[src/rtl/sertx_pkg.sv]
package sertx_pkg;
  typedef enum logic [1:0] {ST_IDLE, ST_ASYNC, ST_SYNC} tx_state_e;

  // Control byte bit positions (software-visible layout).
  localparam int CB_MASTER = 7;
  localparam int CB_NINE   = 6;
  localparam int CB_TXEN   = 5;
  localparam int CB_SYNC   = 4;
  localparam int CB_EMPTY  = 1;
  localparam int CB_D9     = 0;

  typedef struct packed {
    logic master;
    logic nine;
    logic txen;
    logic sync;
    logic d9;
  } cfg_t;
endpackage

[src/rtl/sertx_regs.sv]
module sertx_regs import sertx_pkg::*; #(
  parameter int DW = 8
) (
  input  logic          clk,
  input  logic          rst,
  input  logic          ctl_we,
  input  logic [7:0]    ctl_wdata,
  input  logic          hold_we,
  input  logic [DW-1:0] hold_wdata,
  input  logic          load,
  output cfg_t          cfg,
  output logic [DW-1:0] hold_data,
  output logic          hold_empty
);
  always_ff @(posedge clk) begin
    if (rst) begin
      cfg <= '0;
    end else if (ctl_we) begin
      cfg.master <= ctl_wdata[CB_MASTER];
      cfg.nine   <= ctl_wdata[CB_NINE];
      cfg.txen   <= ctl_wdata[CB_TXEN];
      cfg.sync   <= ctl_wdata[CB_SYNC];
      cfg.d9     <= ctl_wdata[CB_D9];
    end
  end

  // Holding register; a write in the load cycle keeps the new word pending.
  always_ff @(posedge clk) begin
    if (rst) begin
      hold_data  <= '0;
      hold_empty <= 1'b1;
    end else if (hold_we) begin
      hold_data  <= hold_wdata;
      hold_empty <= 1'b0;
    end else if (load) begin
      hold_empty <= 1'b1;
    end
  end

  a_r3_load_frees_hold: assert property (@(posedge clk) disable iff (rst)
    (load && !hold_we) |=> hold_empty);
endmodule

[src/rtl/sertx_sync.sv]
module sertx_sync #(
  parameter int STAGES = 2
) (
  input  logic clk,
  input  logic rst,
  input  logic din,
  output logic fall
);
  logic [STAGES-1:0] q;
  logic              last;

  always_ff @(posedge clk) begin
    if (rst) begin
      q    <= '0;
      last <= 1'b0;
    end else begin
      q    <= {q[STAGES-2:0], din};
      last <= q[STAGES-1];
    end
  end

  assign fall = last & ~q[STAGES-1];
endmodule

[src/rtl/sertx_shift.sv]
module sertx_shift import sertx_pkg::*; #(
  parameter int DW  = 8,
  parameter int OVS = 16
) (
  input  logic          clk,
  input  logic          rst,
  input  logic          active,
  input  cfg_t          cfg,
  input  logic [DW-1:0] data_in,
  input  logic          hold_full,
  input  logic          baud_tick,
  input  logic          ext_fall,
  output logic          load,
  output logic          dat_o,
  output logic          clk_o,
  output logic          trmt
);
  localparam int FW = DW + 3;
  localparam int LW = $clog2(FW + 1);
  localparam int TW = $clog2(OVS);

  tx_state_e      st;
  logic [FW-1:0]  sh, frame_a, frame_s;
  logic [LW-1:0]  left;
  logic [TW-1:0]  cnt;
  logic           clk_q;
  logic           step;

  always_comb begin
    frame_a         = '1;
    frame_a[0]      = 1'b0;
    frame_a[DW:1]   = data_in;
    if (cfg.nine) frame_a[DW+1] = cfg.d9;
    frame_s         = '1;
    frame_s[DW-1:0] = data_in;
    if (cfg.nine) frame_s[DW] = cfg.d9;
  end

  assign load = (st == ST_IDLE) && active && hold_full;

  // One bit completes on this cycle.
  always_comb begin
    step = 1'b0;
    case (st)
      ST_ASYNC: step = baud_tick && (cnt == TW'(OVS - 1));
      ST_SYNC:  step = cfg.master ? (baud_tick && clk_q) : ext_fall;
      default:  step = 1'b0;
    endcase
  end

  always_ff @(posedge clk) begin
    if (rst || !active) begin
      st    <= ST_IDLE;
      sh    <= '1;
      left  <= '0;
      cnt   <= '0;
      clk_q <= 1'b0;
      trmt  <= 1'b1;
    end else begin
      case (st)
        ST_IDLE: begin
          if (hold_full) begin
            trmt  <= 1'b0;
            cnt   <= '0;
            clk_q <= 1'b0;
            if (cfg.sync) begin
              st   <= ST_SYNC;
              sh   <= frame_s;
              left <= cfg.nine ? LW'(DW + 1) : LW'(DW);
            end else begin
              st   <= ST_ASYNC;
              sh   <= frame_a;
              left <= cfg.nine ? LW'(DW + 3) : LW'(DW + 2);
            end
          end
        end
        default: begin
          if (st == ST_ASYNC && baud_tick) cnt <= cnt + 1'b1;
          if (st == ST_SYNC && cfg.master && baud_tick) clk_q <= ~clk_q;
          if (step) begin
            cnt  <= '0;
            sh   <= {1'b1, sh[FW-1:1]};
            left <= left - 1'b1;
            if (left == LW'(1)) begin
              st    <= ST_IDLE;
              trmt  <= 1'b1;
              clk_q <= 1'b0;
            end
          end
        end
      endcase
    end
  end

  assign dat_o = sh[0];
  assign clk_o = clk_q;

  a_r6_status_tracks_idle: assert property (@(posedge clk) disable iff (rst)
    trmt == (st == ST_IDLE));
  a_r7_clock_rests_low: assert property (@(posedge clk) disable iff (rst)
    (st == ST_IDLE) |-> !clk_q);
  a_r7_data_on_fall: assert property (@(posedge clk) disable iff (rst)
    (st == ST_SYNC && $past(st) == ST_SYNC && cfg.master && !$stable(sh[0]))
      |-> $fell(clk_q));
  a_r10_abort_to_idle: assert property (@(posedge clk) disable iff (rst)
    !active |=> (st == ST_IDLE));
endmodule

[src/rtl/sertx_ctrl.sv]
module sertx_ctrl import sertx_pkg::*; #(
  parameter int DW        = 8,
  parameter int OVS       = 16,
  parameter int SYNC_STGS = 2
) (
  input  logic          clk,
  input  logic          rst,
  input  logic          port_en,
  input  logic          ctl_we,
  input  logic [7:0]    ctl_wdata,
  output logic [7:0]    ctl_rdata,
  input  logic          hold_we,
  input  logic [DW-1:0] hold_wdata,
  output logic          hold_empty,
  input  logic          baud_tick,
  input  logic          rx_single_en,
  input  logic          rx_cont_en,
  input  logic          ext_clk_in,
  output logic          dat_o,
  output logic          dat_oe,
  output logic          clk_o,
  output logic          clk_oe
);
  cfg_t          cfg;
  logic [DW-1:0] hold_data;
  logic          load, trmt, ext_fall, active;

  assign active = port_en && cfg.txen && !(cfg.sync && (rx_single_en || rx_cont_en));

  sertx_regs #(.DW(DW)) u_regs (
    .clk(clk), .rst(rst), .ctl_we(ctl_we), .ctl_wdata(ctl_wdata),
    .hold_we(hold_we), .hold_wdata(hold_wdata), .load(load),
    .cfg(cfg), .hold_data(hold_data), .hold_empty(hold_empty)
  );

  sertx_sync #(.STAGES(SYNC_STGS)) u_sync (
    .clk(clk), .rst(rst), .din(ext_clk_in), .fall(ext_fall)
  );

  sertx_shift #(.DW(DW), .OVS(OVS)) u_shift (
    .clk(clk), .rst(rst), .active(active), .cfg(cfg), .data_in(hold_data),
    .hold_full(!hold_empty), .baud_tick(baud_tick), .ext_fall(ext_fall),
    .load(load), .dat_o(dat_o), .clk_o(clk_o), .trmt(trmt)
  );

  always_ff @(posedge clk) begin
    if (rst) begin
      dat_oe <= 1'b0;
      clk_oe <= 1'b0;
    end else begin
      dat_oe <= active;
      clk_oe <= active && cfg.sync && cfg.master;
    end
  end

  always_comb begin
    ctl_rdata            = '0;
    ctl_rdata[CB_MASTER] = cfg.master;
    ctl_rdata[CB_NINE]   = cfg.nine;
    ctl_rdata[CB_TXEN]   = cfg.txen;
    ctl_rdata[CB_SYNC]   = cfg.sync;
    ctl_rdata[CB_EMPTY]  = trmt;
    ctl_rdata[CB_D9]     = cfg.d9;
  end

  a_r9_async_no_clock: assert property (@(posedge clk) disable iff (rst)
    !cfg.sync |=> !clk_oe);
  a_r8_slave_no_clock: assert property (@(posedge clk) disable iff (rst)
    (cfg.sync && !cfg.master) |=> !clk_oe);
  a_r11_port_off: assert property (@(posedge clk) disable iff (rst)
    !port_en |=> (!dat_oe && !clk_oe));
endmodule

[config.mk]
export PLATFORM = sky130hd
export DESIGN_NAME = sertx_ctrl
export DESIGN_NICKNAME = d
export VERILOG_FILES = /design/src/rtl/sertx_pkg.sv /design/src/rtl/sertx_regs.sv /design/src/rtl/sertx_sync.sv /design/src/rtl/sertx_shift.sv /design/src/rtl/sertx_ctrl.sv
export SDC_FILE = /design/constraint.sdc
export NUM_CORES = 1
export LEC_CHECK = 0
export ABC_AREA = 1
export BUFFER_PORTS_ARGS = -buffer_cell sky130_fd_sc_hd__buf_2
export CORE_MARGIN = 3
export CORE_UTILIZATION = 30
export DETAILED_ROUTE_END_ITERATION = 6
export PLACE_DENSITY = 0.45
export SETUP_SLACK_MARGIN = 0.3
export SLEW_MARGIN = 20
export SYNTH_ARGS = -nofsm -noshare
export SYNTH_HDL_FRONTEND = slang
export SYNTH_HIERARCHICAL = 1
export SYNTH_SLANG_ARGS = --single-unit
[constraint.sdc]
create_clock -name clk -period 4.35 [get_ports clk]
set_input_delay 0.2175 -clock clk [delete_from_list [all_inputs] [get_ports clk]]
set_output_delay 0.2175 -clock clk [all_outputs]
set_load 0.02 [all_outputs]
# Yosys cells after proc, flatten, opt, wreduce, memory -nomap -nowiden

Cells that the tools add are included.

Add/sub/neg operators: 2
Equal/unequal tests: 5
Bitwise operators: 3
Mux-type cells: 32
Reduce and logical (&&, ||, !) cells: 25

Operators with widths:

| cell                                                | count |
|---|---|
| 2-to-1 mux 11 bit                                   | 3 |
| 2-to-1 mux 4 bit                                    | 8 |
| 2-to-1 mux 1 bit                                    | 14 |
| logical AND 1 bit                                   | 12 |
| 2-to-1 mux 10 bit                                   | 1 |
| 2-to-1 mux 2 bit                                    | 5 |
| nonzero test 2 bit                                  | 3 |
| adder 4 x 1 -> 4 bit, second input constant         | 1 |
| equality test 4 x 1 -> 1 bit, second input constant | 1 |
| equality test 4 bit, second input constant          | 1 |
| AND reduction 2 bit                                 | 2 |
| subtractor 4 x 1 -> 4 bit, second input constant    | 1 |
| zero test 1 bit                                     | 3 |
| AND reduction 3 bit                                 | 1 |
| nonzero test 3 bit                                  | 1 |
| equality test 2 x 1 -> 1 bit, second input constant | 1 |
| equality test 2 bit, second input constant          | 1 |
| zero test 2 bit                                     | 1 |
| logical OR 1 bit                                    | 2 |
| inequality test 2 bit, second input constant        | 1 |
| NOT 1 bit                                           | 2 |
| one-hot mux 1 bit (2 select lines)                  | 1 |
| AND 1 bit                                           | 1 |

Register bits after elaboration: 42
Output and inout port bits: 13
Word-level logic and storage cells: 84

# Logic depth before layout (Yosys ltp)

Gate-level depths: netlist of the first run.

Depth after elaboration: 8
Mapped depth: 12
Mapped depth without buffers: 12

# Modules after synthesis

The synthesis of the first run kept the hierarchy.

By module, submodules not included:

| module      | instances | area each (um^2) | sequential area each (um^2) | cells an instance |
|---|---|---|---|---|
| sertx_shift | 1         | 1305.0           | 440.4                       | 195 |
| sertx_regs  | 1         | 576.8            | 280.3                       | 86 |
| sertx_ctrl  | 1         | 121.4            | 40.0                        | 17 |
| sertx_sync  | 1         | 92.6             | 60.1                        | 11 |

# Worst setup path before layout of the first run

OpenSTA, ideal clock, no wires.

Kind: flip-flop to flip-flop
From: register, netlist name u_regs/cfg[2]
To: register u_shift.cnt[2]
Library setup time: 0.064 ns
Arrival: 1.413 ns
Setup slack: 2.873 ns
Clock period less this slack: 1.477 ns
Cell stages (with the launch flop): 10
Required time: 4.286 ns
Cells stage by stage: dfxtp_1 nand2_1 inv_1 nand2_1 inv_1 inv_1 nor2_1 clkbuf_1 nand2_1 nor2_1

Longest elaborated chain between the ends: 4

Ends and longest elaborated chain:

| what                           | line              | source |
|---|---|---|
| logical AND 1 bit (2 in a row) | sertx_ctrl.sv:28  | `assign active = port_en && cfg.txen && !(cfg.sync && (rx_single_en \|\| rx_cont_en));` |
| via active                     | sertx_ctrl.sv:26  | `logic load, trmt, ext_fall, active;` |
| zero test 1 bit                | sertx_shift.sv:52 | `if (rst \|\| !active) begin` |
| logical OR 1 bit               | sertx_shift.sv:52 |  |
| end signal, assigned           | sertx_shift.sv:78 | `if (st == ST_ASYNC && baud_tick) cnt <= cnt + 1'b1;` |
| end, declared                  | sertx_shift.sv:25 | `logic [TW-1:0] cnt;` |

The timed path passes the listed nets, and every way through them passes these cells.
A chain may end at the register's enable or synchronous reset.

# Final worst setup path of the first run

From: register u_shift.st[0]
To: register u_shift.left[3]

Longest elaborated chain between the ends: 4
Elaborated cells on any way between the ends: 8
Those cells by class: eq/ne (3); mux (2); reduce/logical (3)

Ends and longest elaborated chain:

| what                                                                | line              | source |
|---|---|---|
| start, declared                                                     | sertx_shift.sv:22 | `tx_state_e st;` |
| start signal, assigned                                              | sertx_shift.sv:53 | `st <= ST_IDLE;` |
| start signal, assigned                                              | sertx_shift.sv:67 | `st <= ST_SYNC;` |
| start signal, assigned                                              | sertx_shift.sv:71 | `st <= ST_ASYNC;` |
| equality test 2 bit or equality test 2 x 1 -> 1 bit (tied branches) | sertx_shift.sv:44 | `case (st)` |
| one-hot mux 1 bit (2 select lines)                                  | sertx_shift.sv:44 |  |
| nonzero test 2 bit (no line)                                        | --                |  |
| AND reduction 2 bit (no line)                                       | --                |  |
| end signal, assigned                                                | sertx_shift.sv:69 | `left <= cfg.nine ? LW'(DW + 1) : LW'(DW);` |
| end signal, assigned                                                | sertx_shift.sv:73 | `left <= cfg.nine ? LW'(DW + 3) : LW'(DW + 2);` |
| end signal, assigned                                                | sertx_shift.sv:83 | `left <= left - 1'b1;` |
| end, declared                                                       | sertx_shift.sv:24 | `logic [LW-1:0] left;` |

Parallel ways exist; a longest one is shown, timed or not.

==> results of run 1 <==
flip-flops by register name, summed over array words and instances (netlist names):
signal and flops:
u_shift/clk_o 1, u_shift/sh 10, u_regs/cfg 5, u_shift/left 4, clk_oe 1, u_sync/q 2, u_regs/hold_data 8, u_sync/last 1
u_regs/hold_empty 1, dat_oe 1, u_shift/st 2, u_shift/cnt 4, u_shift/trmt 1
area by class of cell:
type,instances,area [µm²]
clock buffers,5,68.8
clock inverters,3,22.5
fillers,712,4190
inverters,54,203
multi-input cells,203,980
flip-flops and latches,41,821
well taps,93,116
repair buffers,33,168
placed cells by master, fill, tap and decap left out:
cell type,instances
o22ai_1,2
clkinv_2,1
nand3_1,14
a21oi_1,10
nand3_2,1
and3_1,1
conb_1,2
inv_1,52
nor2_1,51
buf_2,32
o21ai_1,1
xnor2_1,1
o31ai_1,1
inv_2,2
nand4_1,5
o221ai_1,7
nand2_2,4
o21ai_2,2
nor2_2,3
clkbuf_8,5
clkinv_4,2
xor2_1,1
nand2_4,1
nand3_4,1
buf_4,1
o21ai_0,8
nand2_1,81
ha_1,6
dfxtp_1,41
power breakdown:
group	switching [mW]	internal, mW	leakage (nW)
Combinational	0.0607	0.0335	0.776
Sequential	0.00888	0.388	0.335
Clock	0.141	0.114	0.0481
Total	0.211	0.535	1.16
through the flow:
| stage | power (mW) | instance area, µm² | setup WS (ns) | utilization, % | cells |
|---|---|---|---|---|---|
| after detailed placement | 0.500 | 2290 | 2.20 | 34.8 | 424 |
| after global routing | 0.792 | 2380 | 1.92 | 36.2 | 432 |
| after global placement | 0.500 | 2290 | 2.19 | 34.8 | 424 |
| after floorplan | 0.477 | 2100 | 2.87 | - | 310 |
| after CTS | 0.764 | 2380 | 2.17 | 36.2 | 432 |
| final | 0.746 | 2380 | 2.19 | 36.2 | 432 |
worst max path at each step:
| stage | startpoint | end | slack (ns) |
|---|---|---|---|
| after floorplan | u_regs/cfg[2]$_SDFFE_PP0P_ | u_shift/cnt[2]$_SDFFE_PP0P_ | 2.87 |
| after global placement | u_shift/st[0]$_SDFFE_PP0P_ | u_shift/left[3]$_SDFFE_PP0P_ | 2.19 |
| after detailed placement | u_shift/st[0]$_SDFFE_PP0P_ | u_shift/left[3]$_SDFFE_PP0P_ | 2.20 |
| after CTS | u_shift/st[0]$_SDFFE_PP0P_ | u_shift/left[3]$_SDFFE_PP0P_ | 2.17 |
| after global routing | u_shift/st[0]$_SDFFE_PP0P_ | u_shift/left[3]$_SDFFE_PP0P_ | 1.92 |
| final | u_shift/st[0]$_SDFFE_PP0P_ | u_shift/left[3]$_SDFFE_PP0P_ | 2.19 |
kinds of logic (layout without fill, tap and decap cells):
| group | Yosys count | after routing | share of synthesized area, % |
|---|---|---|---|
| simple gates | 162 | 162 | 32.7 |
| other cells | 1 | 2 | 0.179 |
| xor+xnor | 2 | 2 | 0.836 |
| fa+ha+maj | 6 | 6 | 3.58 |
| flops | 41 | 41 | 39.2 |
| compound gates | 31 | 31 | 9.25 |
| buf+inv | 66 | 95 | 14.3 |
layer usage:
metal  vias up  track usage [%]  share of wire, %
met3         4             3.19               4.8
li1        997                -                 -
met1       785             17.4                51
met4         0             4.06               1.3
met5         -                0                 0
met2        40             19.5                43
worst register-to-register path, delay by kind of cell, from the launching register on:
kind | cells | cell delay, ns
buffers and inverters | 4 | 0.74
flip-flops | 1 | 0.33
adder cells (fa/ha/maj) | 1 | 0.45
AND/OR/NAND/NOR | 4 | 0.54
==> results.md, run 1 <==
- Outcome: complete, no violations
- Worst hold path class: input pin to flop
- CP Buf/Inv Count: 4
- Slew Viols, Final: 0
- Total count of hold-check failures in the final report: 0
- Remaining DRCs: 0
- PostCTS Resize Cnt: 0
- ANT cells: 0
- Hold Buf Count CTS: 0
- I/O pins: 38
- R2r endpoint: u_shift/left[3]$_SDFFE_PP0P_
- Worst path cell trace: inv_1 -> ha_1 -> inv_1 -> nand3_4 -> nand2_4 -> inv_2 -> nand2_1 -> nand3_1 -> inv_1
- Setup TNS: 0 ns
- Critical path startpoint category: flop
- Core Area: 6570 µm²
- Sink count of the clock tree: 41
- H-tree depth: 2
- Reg2reg setup slack: 2.19 ns
- Max Root-Sink Buffers: 2
- Count of input and output buffers: 32
- First drt pass iteration count: 6
- Number of synthesized flops with an enable pin: 0
- Critical path type: flop to flop
- DRT antenna net count: 0
- Slew @ Worst Pin: 0.528 ns
- Max-slew headroom: 64.7%
- Hold Crit Endpoint: u_sync/q[0]$_SDFF_PP0_
- Cell count after synthesis: 309
- Most frequent cell after synthesis: nand2_1
- Most frequent CP cell: inv_1
- Setup-failing EPs final: 0
- RR Startpoint: u_shift/st[0]$_SDFFE_PP0P_
- Layout cells sized above 1: 16.2%
- Synthesized area per cell: 6.78 µm²
- P&R area growth vs syn: 13.5%
- 1st-iter DRT viols: 99
- Vias/cell: 4.23
- Pwr per Cell Area: 314 nW/µm²
- Crit path max-delay cell type: ha_1
- Required time worst endpoint: 4.55 ns
- Hold path startpoint: ext_clk_in
- Largest net degree at the start of global routing: 19
- Root buf cell: clkbuf_8
- Max Cap Viol: 0
- Unrepaired setup endpoints after global routing: false
- Netlist cell types: 29
- Family with the most delay on the worst path: buffers and inverters
- CP Max Fanout: 18
- Max incr delay on CP: 0.45 ns
- YS warnings: 6
- CTS clk-pin slew, worst paths: 0.08 ns
- Seq/Total Area, Yosys: 39.2%
- Initial Util: 31.9%
- Antenna violations before repair: 0
- CP Capture Type: flop
- All-layer global routing usage: 12.7%
- Synth Cell Area: 2100 µm²
- GPL Wtd Cong: 0.750
- Max Fclk: 463 MHz
- Max Clock Skew: 0.00803 ns
- Most area-consuming cells after synthesis: dfxtp_1 (39%), nand2_1 (15%), inv_1 (9.3%), nor2_1 (9.1%), ha_1 (3.6%)
- Wire per inst: 10.5 µm
- Synth area leader: dfxtp_1
- Final Critical Period: 2.16 ns
- Crit path DAT: 2.35 ns
- Die W: 89.6 µm
- Synth Flop Type: dfxtp_1
- Global-route wire length before repair: 8020 µm
- Worst-case reg-to-reg path depth: 9
- Min Hold Slack: 0.125 ns
- Leak Pwr: 1.16 nW
- Gr ovfl total: 0
- Vias: 1826
- Synth Register Bits: 41
- Period utilisation layout: 49.6%
- Async set-reset flop share out of synthesis: 0%
- Detailed placement HPWL: 3200 µm
- Drt total wl: 4550 µm
- Post-synth top area share: 39.2%
- Chip height: 89.6 µm
- Post-CTS Setup Inserts: 0
- Worst vdd ir: 0.000114 V
- FP Rows: 29
- CTS buffer count: 5
- Vias in the first global route: 1765
- Hold depth: 3
- CTS tree: done
- Commonest cells post-synth: nand2_1 (81), inv_1 (52), nor2_1 (51)
- Cell count along the critical path: 9
- Final #Nets: 369
- Clk_lat worst skew: 0.30 ns
- Area of the die: 8020 µm²
Note: power is estimated with default switching activity, not from simulation.
==> run 2, diff against run 1 <==
--- a/config.mk
+++ b/config.mk
@@ -5,7 +5,7 @@
 export SDC_FILE = /design/constraint.sdc
 export NUM_CORES = 1
 export LEC_CHECK = 0
-export ABC_AREA = 1
+export ABC_AREA = 0
 export BUFFER_PORTS_ARGS = -buffer_cell sky130_fd_sc_hd__buf_2
 export CORE_MARGIN = 3
 export CORE_UTILIZATION = 30
==> constraint.sdc (replaced) <==
create_clock -name clk -period 2.1 [get_ports clk]
set_input_delay 0.105 -clock clk [delete_from_list [all_inputs] [get_ports clk]]
set_output_delay 0.105 -clock clk [all_outputs]
set_load 0.02 [all_outputs]
==> results.md, run 2 <==
- Synth Flop Type: dfxtp_1
- CP Max Fanout: 7 (-11)
- CTS buffer count: 5 (unchanged)
- Seq/Total Area, Yosys: 38.5% (-0.69 points)
- Most frequent cell after synthesis: dfxtp_1
- All-layer global routing usage: 12.8% (+0.065 points)
- Slew Viols, Final: 0 (unchanged)
- Max Clock Skew: 0.00569 ns (-0.00235 ns)
- Count of input and output buffers: 32 (unchanged)
- Vias: 1729 (-5.3%)
- CTS clk-pin slew, worst paths: 0.08 ns (about the same)
- Finished Core Util: 37.2% (+0.96 points)
- Synth Register Bits: 41 (unchanged)
- Worst path cell trace: inv_1 -> ha_1 -> nand3b_1 -> buf_4 -> o211a_4 -> or3_1 -> a21oi_1
- Leak Pwr: 1.03 nW (-11%)
- Largest net degree at the start of global routing: 21 (+2)
- Fin cells: 359 (-17%)
- First drt pass iteration count: 4 (-2)
- Placed cells: 348 (-18%)
- I/O pins: 38 (unchanged)
- Gr ovfl total: 0 (unchanged)
- CP Capture Type: flop
- Final Critical Period: 1.75 ns (-0.411 ns)
- Critical path startpoint category: flop
- Crit path max-delay cell type: or3_1
- GPL Wtd Cong: 0.761 (+1.4%)
- Synth area leader: dfxtp_1
- Vias in the first global route: 1690 (-4.2%)
- Max incr delay on CP: 0.36 ns (-0.09 ns)
- Core Area: 6830 µm² (+4.0%)
- H-tree depth: 2 (unchanged)
- FP Rows: 30 (+3.4%)
- Commonest cells post-synth: dfxtp_1 (41), nor2_1 (24), mux2i_1 (22)
- ANT cells: 0 (unchanged)
- Drt total wl: 5060 µm (+11%)
- Worst vdd ir: 0.000314 V (+180%)
- Period utilisation layout: 83.3% (+34 points)
- Max Cap Viol: 0 (unchanged)
- DRT antenna net count: 0 (unchanged)
- Synthesized area per cell: 9.48 µm² (+40%)
- Async set-reset flop share out of synthesis: 0% (unchanged)
- Setup TNS: 0 ns (unchanged)
- Critical path type: flop to flop
- Remaining DRCs: 0 (unchanged)
- Crit path DAT: 1.98 ns (-0.37 ns)
- Wire per inst: 14.1 µm (+34%)
- P&R area growth vs syn: 19.1%
- Top flop regs: u_shift/sh (10), u_regs/hold_data (8), u_regs/cfg (5)
- YS warnings: 6 (unchanged)
- Outcome: complete, no violations
- Number of synthesized flops with an enable pin: 0 (unchanged)
- Initial Util: 31.2% (-0.68 points)
- Most area-consuming cells after synthesis: dfxtp_1 (38%), mux2i_1 (10%), nor2_1 (4.2%), a211o_1 (3.7%), a21oi_1 (3.5%)
- Root buf cell: clkbuf_8
- Commonest non-fill, non-tap cell in the layout: dfxtp_1
- Required time worst endpoint: 2.33 ns (-2.22 ns)
- Post-synth top area share: 38.5% (-0.69 points)
- CTS tree: done
- Max reg flops: 10 (unchanged)
- Final #Nets: 293 (-21%)
- Worst hold path class: input pin to flop
- Detailed placement HPWL: 3630 µm (+13%)
- Pwr per Cell Area: 616 nW/µm² (+96%)
- Area of the die: 8160 µm² (+1.7%)
- Global-route wire length before repair: 8370 µm (+4.4%)
- Vias/cell: 4.82 (+14%)
- Max Root-Sink Buffers: 2 (unchanged)
- Total count of hold-check failures in the final report: 0 (unchanged)
- Chip height: 90.3 µm (+0.83%)
- Unrepaired setup endpoints after global routing: true
- Top reg by flops: u_shift/sh
- Power, Total: 1.56 mW (+110%)
- Sink count of the clock tree: 41 (unchanged)
- 1st-iter DRT viols: 74 (-25%)
- Cell count after synthesis: 225 (-27%)
- Synth Cell Area: 2130 µm² (+1.8%)
- Netlist cell types: 58 (+100%)
- Setup-failing EPs final: 0 (unchanged)
- Clk_lat worst skew: 0.29 ns (about the same)
- Antenna violations before repair: 0 (unchanged)
- Commonest non-fill, non-tap cells in the layout: dfxtp_1 (39), buf_2 (32), nor2_1 (24)
- Die W: 90.3 µm (+0.83%)
- Max Fclk: 572 MHz (+24%)
- Min Hold Slack: 0.0255 ns (-0.0993 ns)
- Layout cells sized above 1: 26.2% (+10 points)
run 2: cell count changes in the layout (fill, tap and decap cells not counted), moves of 22 or more:
cell,previous run,this run
nand2_1,81,5
inv_1,52,7
nor2_1,51,24
mux2i_1,0,22
run 2: critical path: cells and delay by family, from the launching register on:
family,cells,cell delay (ns)
adder cells (fa/ha/maj),1,0.21
AO/OA/AOI/OAI,2,0.30
buffers and inverters,2,0.28
flip-flops,1,0.34
AND/OR/NAND/NOR,2,0.57
run 2: logic make-up after synthesis:
kind of cell             synth area share [%]
buffers and inverters                    6.16
multiplexers                             10.3
AND/OR/NAND/NOR                          19.5
flip-flops                               38.5
other                                   0.176
adder cells (fa/ha/maj)                  3.52
AO/OA/AOI/OAI                            21.4
XOR/XNOR                                0.411
run 2: final timing paths:
check	start	endpoint	slack, ns	depth (start not counted)
worst min register to register	u_sync/q[0]$_SDFF_PP0_	u_sync/q[1]$_SDFF_PP0_	0.44	1
worst min-delay path	ext_clk_in	u_sync/q[0]$_SDFF_PP0_	0.03	2
worst max-delay path	u_shift/st[0]$_SDFFE_PP0P_	u_shift/left[2]$_SDFFE_PP0P_	0.35	7
worst max register to register	u_shift/st[0]$_SDFFE_PP0P_	u_shift/left[2]$_SDFFE_PP0P_	0.35	7
run 2: area by class of cell:
type,instances,area [µm²]
Tap cell,96,120
Clock buffer,7,96.3
Sequential cell,41,823
Inverter,7,26.3
Clock inverter,1,5.00
Multi-Input combinational cell,161,1190
Fill cell,724,4290
Timing Repair Buffer,46,278
run 2: metal layers:
layer  up-vias  global-route usage, %  share of wire [%]
met3         2                   2.67                2.9
met2        24                   20.4                 47
met5         -                      0                  0
met4         0                   4.59               0.83
li1        885                      -                  -
met1       818                   17.0                 50
run 2: through the flow:
stage | cell area (µm²) | worst slack (ns)
finish | 2540 | 0.352
global route | 2540 | 0.262
CTS | 2520 | 0.326
detailed placement | 2390 | 0.347
global placement | 2390 | 0.351
floorplan | 2140 | 0.410
run 2: power breakdown:
group          switching [mW]  leakage (nW)  total (mW)  internal, mW
Clock                   0.278        0.0542       0.575         0.298
Combinational          0.0957         0.643       0.172        0.0768
Sequential             0.0176         0.335       0.816         0.798
run 2: repair_timing:
item | 4_1_cts | 5_1_grt
gates resized for setup | 0 | 7
setup endpoints to repair | 0 | 15
hold buffers | 2 | 0
buffers inserted | 0 | 1
hold endpoints to repair | 1 | 0
==> run 3, diff against run 2 <==
--- a/config.mk
+++ b/config.mk
@@ -10,7 +10,7 @@
 export CORE_MARGIN = 3
 export CORE_UTILIZATION = 30
 export DETAILED_ROUTE_END_ITERATION = 6
-export PLACE_DENSITY = 0.45
+export PLACE_DENSITY = 0.47
 export SETUP_SLACK_MARGIN = 0.3
 export SLEW_MARGIN = 20
 export SYNTH_ARGS = -nofsm -noshare
==> constraint.sdc (replaced) <==
create_clock -name clk -period 1.46 [get_ports clk]
set_input_delay 0.073 -clock clk [delete_from_list [all_inputs] [get_ports clk]]
set_output_delay 0.073 -clock clk [all_outputs]
set_load 0.02 [all_outputs]
==> results.md, run 3 (same netlist as run 2, synthesis figures left out) <==
- Remaining DRCs: 0 (unchanged)
- Worst vdd ir: 0.000374 V (+19%)
- Unrepaired setup endpoints after global routing: true
- Grt met2 use: 23.9% (+3.5 points)
- CTS clk-pin slew, worst paths: 0.08 ns (about the same)
- Setup TNS: -2.37 ns (-2.37 ns)
- DRT antenna net count: 0 (unchanged)
- Vias in the first global route: 1908 (+13%)
- Hold path startpoint: hold_wdata[4]
- Wire per inst: 14.3 µm (+1.3%)
- I/O pins: 38 (unchanged)
- Final #Nets: 325 (+11%)
- Commonest non-fill, non-tap cells in the layout: dfxtp_1 (36), buf_2 (32), buf_4 (25)
- Max Fclk: 620 MHz (+8.4%)
- Post-route cell area: 3040 µm² (+20%)
- Max Clock Skew: 0.00587 ns (+0.000182 ns)
- Top reg by flops: u_shift/sh
- Total count of hold-check failures in the final report: 0 (unchanged)
- Leak Pwr: 1.23 nW (+19%)
- Area of the die: 8160 µm² (unchanged)
- Final WS setup: -0.152 ns (-0.504 ns)
- CTS buffer count: 5 (unchanged)
- All-layer global routing usage: 14.4% (+1.6 points)
- Commonest non-fill, non-tap cell in the layout: dfxtp_1
- Drt total wl: 5580 µm (+10%)
- ANT cells: 0 (unchanged)
- Crit path DAT: 1.85 ns (-0.13 ns)
- Crit. Startpoint: u_shift/st[0]$_SDFFE_PP0P_
- Grt peak-use layer: met2
- Required time worst endpoint: 1.70 ns (-0.63 ns)
- Max Root-Sink Buffers: 2 (unchanged)
- Largest net degree at the start of global routing: 19 (-9.5%)
- Antenna violations before repair: 0 (unchanged)
- Vias: 1873 (+8.3%)
- Setup-failing EPs final: 21 (+21)
- 1st-iter DRT viols: 51 (-31%)
- M1 GR Usage: 18.7% (+1.7 points)
- Sink count of the clock tree: 41 (unchanged)
- Min Hold Slack: 0.00386 ns (-0.0217 ns)
- Failing checks: setup timing
- GPL Wtd Cong: 0.719 (-5.6%)
- Period utilisation layout: 110% (+27 points)
- Count of input and output buffers: 32 (unchanged)
- Critical path type: flop to flop
- Gr ovfl total: 0 (unchanged)
- CP Capture Type: flop
- Fin cells: 391 (+8.9%)
- Global-route wire length before repair: 9440 µm (+13%)
- Slew Viols, Final: 0 (unchanged)
- Root buf cell: clkbuf_8
- Core Area: 6830 µm² (unchanged)
- Worst hold path class: input pin to flop
- P&R area growth vs syn: 42.3%
- Cell Area, Placed: 2590 µm² (+8.4%)
- CTS tree: done
- Critical path startpoint category: flop
- Top flop regs: u_shift/sh (10), u_regs/hold_data (8), u_regs/cfg (5)
- Layout cells sized above 1: 40.3% (+14 points)
- Max reg flops: 10 (unchanged)
- Vias/cell: 4.79 (-0.54%)
- Initial Util: 31.2% (unchanged)
- First drt pass iteration count: 6 (+2)
- Placed cells: 367 (+5.5%)
- Chip height: 90.3 µm (unchanged)
- Met3 usage: 2.58% (-0.083 points)
- RR Startpoint: u_shift/st[0]$_SDFFE_PP0P_
- Detailed placement HPWL: 3830 µm (+5.8%)
- Clk_lat worst skew: 0.30 ns (about the same)
- Final Critical Period: 1.61 ns (-0.136 ns)
- CP Max Fanout: 5 (-2)
- Pwr per Cell Area: 790 nW/µm² (+28%)
- Max Cap Viol: 0 (unchanged)
- Power, Total: 2.40 mW (+53%)
- Outcome: finished with violations
- H-tree depth: 2 (unchanged)
- Die W: 90.3 µm (unchanged)
- FP Rows: 30 (unchanged)
## run 3: cell type report
class / instances / area [µm²]
fill: 707 / 3800
multi-input combinational: 162 / 1350
sequential: 41 / 832
timing repair buffer: 77 / 593
tap: 96 / 120
clock buffer: 6 / 72.6
clock inverter: 2 / 38.8
inverter: 7 / 31.3
## run 3: report_power, final
group | internal (mW) | leakage (nW) | total (mW) | switching [mW]
logic | 0.149 | 0.838 | 0.302 | 0.153
registers | 1.15 | 0.337 | 1.17 | 0.0243
clock network | 0.514 | 0.0554 | 0.927 | 0.413
total | 1.81 | 1.23 | 2.40 | 0.591
## run 3: what timing repair did
item,in CTS,in global routing
hold buffers,7,0
pin swaps,27,15
gates cloned,2,0
setup buffers,5,2
endpoints found under the hold margin,6,0
setup endpoints to repair,23,24
resized for setup,20,19
## run 3: final timing paths
path	end	slack, ns	depth (start not counted)
setup reg to reg	u_shift/left[2]$_SDFFE_PP0P_	-0.15	7
setup / recovery	u_shift/left[2]$_SDFFE_PP0P_	-0.15	7
hold / removal	u_regs/hold_data[4]$_SDFFE_PP0P_	0.004	3
hold reg to reg	u_sync/q[1]$_SDFF_PP0_	0.44	1
## run 3: through the flow
stage	setup slack, ns	util (%)
after floorplan	-0.113	-
after global placement	-0.126	38.0
after detailed placement	-0.165	38.0
after CTS	-0.156	43.0
after global routing	-0.215	44.4
final	-0.152	44.4
## run 3: critical path: stages, from the launching register on
cell and delay (ns):
dfxtp_4 0.37, inv_4 0.07, ha_4 0.14, nand3b_1 0.19, buf_6 0.19, o211a_4 0.15
or3_4 0.33, a21oi_2 0.11
## run 3: routing by layer
layer / wire length, µm / vias to the layer above
met5: 0 / -
met4: 103 / 0
met3: 153 / 11
met2: 2780 / 26
met1: 2540 / 885
li1: - / 951
